--- src/rtl/sideband_ctl_stub.sv ---
module sideband_ctl_stub #(
  parameter int DATA_W    = 32,
  parameter int NUM_WORDS = 24,
  parameter int ADDR_W    = 12,
  parameter int CMD_IDX   = 2,
  parameter int IEN_IDX   = 6,
  parameter int STS_IDX   = 7,
  parameter int WBUF_IDX  = 8,
  parameter int RBUF_IDX  = 12,
  parameter logic [DATA_W-1:0] DONE_CODE = 'h40
) (
  input  logic              clk,
  input  logic              rst_n,
  input  logic [ADDR_W-1:0] bus_addr,
  input  logic              bus_wen,
  input  logic [DATA_W-1:0] bus_wdata,
  output logic [DATA_W-1:0] bus_rdata,
  output logic              irq
);
  localparam int BYTE_SH = $clog2(DATA_W / 8);
  localparam int IDX_W   = ADDR_W - BYTE_SH;
  localparam int SLOT_W  = $clog2(NUM_WORDS);
  localparam logic [IDX_W-1:0]  LIMIT  = IDX_W'(NUM_WORDS);
  localparam logic [SLOT_W-1:0] S_CMD  = SLOT_W'(CMD_IDX);
  localparam logic [SLOT_W-1:0] S_STS  = SLOT_W'(STS_IDX);
  localparam logic [DATA_W-1:0] DONE_BIT = 1;

  logic [DATA_W-1:0] mem [NUM_WORDS];
  logic [IDX_W-1:0]  word_idx;
  logic [SLOT_W-1:0] slot;
  logic              hit, wr_hit, fire_ok, irq_q;
  logic [DATA_W-1:0] sts_cur, ien_cur, sts_nxt;

  assign word_idx = bus_addr[ADDR_W-1:BYTE_SH];
  assign slot     = word_idx[SLOT_W-1:0];
  assign hit      = (bus_addr[BYTE_SH-1:0] == '0) && (word_idx < LIMIT);
  assign wr_hit   = bus_wen && hit;
  assign sts_cur  = mem[STS_IDX];
  assign ien_cur  = mem[IEN_IDX];
  assign fire_ok  = wr_hit && (slot == S_CMD) && bus_wdata[0] && (sts_cur == '0);

  assign bus_rdata = (hit && slot != S_CMD) ? mem[slot] : '0;
  assign irq = irq_q;

  always_comb begin
    sts_nxt = sts_cur;
    if (wr_hit && slot == S_STS) sts_nxt = sts_cur & ~bus_wdata;
    if (fire_ok)                 sts_nxt = ien_cur & DONE_BIT;
  end

  always_ff @(posedge clk) begin
    if (!rst_n) begin
      for (int i = 0; i < NUM_WORDS; i++) mem[i] <= '0;
      irq_q <= 1'b0;
    end else begin
      if (wr_hit && slot != S_CMD && slot != S_STS) mem[slot] <= bus_wdata;
      if (fire_ok) begin
        mem[WBUF_IDX] <= DONE_CODE;
        mem[RBUF_IDX] <= DONE_CODE;
      end
      mem[STS_IDX] <= sts_nxt;
      irq_q <= |sts_nxt;
    end
  end
endmodule

--- config.mk ---
export PLATFORM = sky130hd
export DESIGN_NAME = sideband_ctl_stub
export DESIGN_NICKNAME = d
export VERILOG_FILES = /design/src/rtl/sideband_ctl_stub.sv
export SDC_FILE = /design/constraint.sdc
export NUM_CORES = 2
export LEC_CHECK = 0
export BUFFER_PORTS_ARGS = -buffer_cell sky130_fd_sc_hd__buf_2
export CELL_PAD_IN_SITES_DETAIL_PLACEMENT = 0
export CELL_PAD_IN_SITES_GLOBAL_PLACEMENT = 2
export CORE_MARGIN = 1.5
export CORE_UTILIZATION = 40
export CTS_CLUSTER_SIZE = 12
export DETAILED_ROUTE_END_ITERATION = 10
export GPL_TIMING_DRIVEN = 0
export PLACE_DENSITY = 0.78
export SYNTH_ARGS = -nofsm -noshare
export SYNTH_HDL_FRONTEND = slang
export SYNTH_SLANG_ARGS = --single-unit
--- constraint.sdc ---
create_clock -name clk -period 2.8 [get_ports clk]
set_input_delay 0.14 -clock clk [delete_from_list [all_inputs] [get_ports clk]]
set_output_delay 0.14 -clock clk [all_outputs]
set_load 0.02 [all_outputs]
; Word level (Yosys, flattened, before mapping)
; Memories as Yosys holds them, arrays and structs flattened.
; Index checks and enable logic that the tools add are counted.
[op_classes]
order_cmp = 1
n_eq_ne = 4
muxes = 17
bitwise_logic = 5
n_reduce_logical = 13
[ops]
columns = cell, count
row1 = $mux 32, 7
row2 = $reduce_or 32->1, 2
row3 = $and 32x32->32, 1
row4 = $logic_not 32->1, 1
row5 = $not 32->32, 1
row6 = $lt 10x5->1 const B, 1
row7 = $logic_and 1x1->1, 9
row8 = $mux 1, 9
row9 = $eq 5x2->1 const B, 1
row10 = $eq 5x3->1 const B, 1
row11 = $mux 5, 1
row12 = $ne 5x2->1 const B, 1
row13 = $ne 5x3->1 const B, 1
row14 = $or 1x1->1, 3
row15 = $logic_not 2->1, 1
[totals]
ff_bits = 1
mem_bits_rw = 768
input_bits = 47
out_inout_bits = 33
elab_cells = 42
n_memories = 1
[mem_list]
columns = memory, words, width, read_ports, rd_clocked_by_memory_dff, write_ports, line
row1 = mem, 24, 32, 3, 0, 24, 28  ; logic [DATA_W-1:0] mem [NUM_WORDS];

; Depth between registers and ports, before layout
[logic_depth]
depth_word = 10
depth_mapped = 9
ltp_nobuf = 6

; Worst setup path before layout
; No wires, ideal clock.
[synth_path]
path_type = input to register
start = in bus_addr[9]
end = mem mem[10][0], enable pin
setup_time_ns = 0.389
arrival_time_ns = 2.570
t_required_ns = 2.411
path_slack_ns = -0.160
stages = 7
n_path_buf = 1
cell_sequence = or4_4 > a211oi_2 > nand2_2 > nor4b_4 > o211ai_2 > buf_2 > nand2_1
[synth_lines]
columns = item, line
row1 = start: declaration, 14  ; input logic [ADDR_W-1:0] bus_addr,
row2 = end: declaration, 28

==> impl_metrics.tcl <==
set metrics [dict create \
    status "finished, violations left" \
    violations "setup timing" \
    hold_viol_final 0 \
    slew_headroom_pct 16.0 \
    clk_pin_slew_ns 0.06 \
    cp.required_ns 3.12 \
    hp-start "bus_addr[6]" \
    placedInstanceArea_mm2 0.0463 \
    routed_wl_mm 131 \
    ys_seq_elements 1025 \
    yosys_warnings 0 \
    syn2layout_area_growth_pct 18.6 \
    max_cap_violations 0 \
    grt_max_degree 33 \
    finalWeightedCongestion 0.882 \
    finalNetCount 3177 \
    io_pins 80 \
    hold_path.class "in2reg" \
    synthCells 2604 \
    rsz0062_at_grt "yes" \
    fin_ws_ns -0.116 \
    async_flop_share_pct 0 \
    rows 120 \
    antenna_found_initial 2 \
    setup_viol 84 \
    grt_pass1_wl_mm 184 \
    startpoint "mem[7][7]$_DFF_P_" \
    syn_area_mm2 0.0430 \
    io_buffer_count 77 \
    fin_setup_tns_ns -4.44 \
    finClkSkew_ns 0.0403 \
    synth-edff-count 960 \
    synthXorXnorAreaFrac_pct 0 \
    critPathLaunchType "flip-flop" \
    drive_gt1_share_pct 25.0 \
    synthAdderAreaFrac_pct 0 \
    clock.fmax_ghz 0.343 \
    drtIter0Drc 3145 \
    nFillCells 9277 \
    cts_root_buffer "clkbuf_16" \
    ctsHtreeMaxLevel 3 \
    reg2reg_from "mem[7][7]$_DFF_P_" \
    muxShareOfSynthArea_pct 17.5 \
    antenna_left 0 \
    dieWidth_um 331 \
    irDropWorstVdd_mv 0.468 \
    power_leakage_nw 18.5 \
    place_hpwl_mm 88.3 \
    worstPathMaxFanout 32 \
    die-area_mm2 0.110 \
    grt_pass1_vias 26100 \
    synth_simple_gate_area_share_pct 8.87 \
    clk-insertion-delay-late_ns 0.71 \
    timing.critical_path.to_type "flip-flop" \
    min_period_ns 2.92 \
    grt-ovfl-total 0 \
    powerDensity_mw_per_mm2 672 \
    crit_arrival_ns 3.23 \
    cts_made_buffers 109 \
    cts_sinks 1025 \
    grt_util_all_layers_pct 24.2 \
    core_mm2 0.107 \
    start_util_pct 40.2 \
    die_y_um 331 \
    vias_per_cell 5.50 \
    clock_path_buffers 3 \
    report.final.slew_viol_count 0 \
    vias 25400 \
    synth-compound-area-share_pct 0.983 \
    synthFlopType "edfxtp_1" \
    cts_tree "yes" \
    synth_top_family_by_area "multiplexers" \
    critPathKind "reg2reg" \
    firstDrtPassIters 5 \
    wl_per_cell_um 28.3 \
    syn_area_per_cell_um2 16.5 \
    period_share_pct 104 \
    design_area_mm2 0.0510 \
    worstMarginPinSlew_ns 1.26 \
    ys_types 46 \
    synth_seq_area_share_pct 70.0 \
    drc 0 \
]
==> layer usage <==
layer	vias up	part of all wire, %	global-route usage (%)
met5	-	0	0
met1	13300	39	32.1
met2	1209	49	40.5
li1	10600	-	-
met3	252	7.9	4.20
met4	0	3.7	8.35
==> cell usage after synthesis (all sizes together) (7+ instances only) <==
library cell / n / area (µm²)
clkbuf: 108 / 409
dfxtp: 65 / 1300
nand2: 87 / 329
a22oi: 7 / 52.6
mux4: 320 / 7210
inv: 33 / 124
and2: 82 / 513
o21ai: 33 / 165
mux2i: 32 / 320
a21boi: 16 / 120
nand3: 34 / 170
nor2: 646 / 2420
nor4: 9 / 71.3
edfxtp: 960 / 28800
and3: 18 / 113
buf: 122 / 592
==> power by group <==
group / internal, mW / total, mW / switching, mW
clock: 7.83 / 13.9 / 6.03
combinational: 1.08 / 2.64 / 1.56
sequential: 17.6 / 17.8 / 0.202
total: 26.5 / 34.3 / 7.79
==> stage by stage <==
stage / setup WS, ns / power (mW) / hold slack (ns) / utilization (%) / instances
final: -0.116 / 34.3 / 0.117 / 47.7 / 4626
after global routing: -0.120 / 35.1 / 0.104 / 47.7 / 4624
after CTS: -0.0501 / 34.4 / 0.0680 / 47.6 / 4623
after detailed placement: -2.23 / 20.6 / 0.462 / 43.3 / 4373
after global placement: -2.88 / 20.5 / 0.449 / 43.3 / 4371
after floorplan: 0.00181 / 19.6 / 0.270 / - / 2891
==> worst max-delay path: stages, from the launching register on <==
cell and delay, ns:
dfxtp_1 0.52, nor4_1 0.13, and4_1 0.21, and4_2 0.29, and2_1 0.24, o21ai_2 0.44, clkbuf_4 0.39, nand2_8 0.26
==> cells by family (layout without fill, tap and decap cells) <==
kind of cell,count (synthesis),in the layout
flip-flops,1025,1025
multiplexers,352,352
buffers and inverters,263,585
AND/OR/NAND/NOR,898,906
other,1,290
AO/OA/AOI/OAI,65,65
==> registers in the layout (all words and copies together), names as in the netlist <==
name  flops
irq       1
mem    1024
==> what timing repair did <==
item,in CTS,in global routing
cloned,8,0
setup buffers,9,1
hold endpoints to repair,125,0
hold buffers,32,0
setup endpoints to repair,1562,727
pin swaps,3,1
resized for setup,230,38
==> worst paths after layout <==
path,end,slack [ns],cells after the start
min,mem[1][31]$_SDFFCE_PN0P_,0.12,4
max,mem[8][6]$_SDFFCE_PN0P_,-0.12,7
max reg2reg,mem[8][6]$_SDFFCE_PN0P_,-0.12,7
min reg2reg,mem[12][8]$_SDFFE_PP0P_,0.48,2
==> layout by cell type, fill, tap and decap left out, types with 10 or more instances in the layout <==
master,count
clkbuf_16,111
clkbuf_4,25
nand2_1,58
nand3_1,33
and2_1,82
clkbuf_8,10
o21ai_0,32
dfxtp_1,62
clkbuf_1,72
mux4_2,320
nand2_2,10
a21boi_0,16
clkinv_2,20
nor2_1,641
buf_2,140
and3_1,17
mux2i_1,23
conb_1,288
clkbuf_2,38
inv_1,32
dlygate4sd3_1,32
edfxtp_1,960
nand2_8,17
buf_4,28
buf_6,17
clkinv_1,26
==> area by class of cell <==
class	count	area, µm²	share of cell area [%]
timing repair buffer	121	901	1.77
antenna	2	5.00	0.00981
multi-input combinational	1611	13400	26.2
tap	1403	1760	3.44
inverter	33	124	0.243
buffer	229	1370	2.68
clock buffer	144	2950	5.78
clock inverter	58	408	0.799
sequential	1025	30100	59.1
Power figures use the tool's default switching activity.
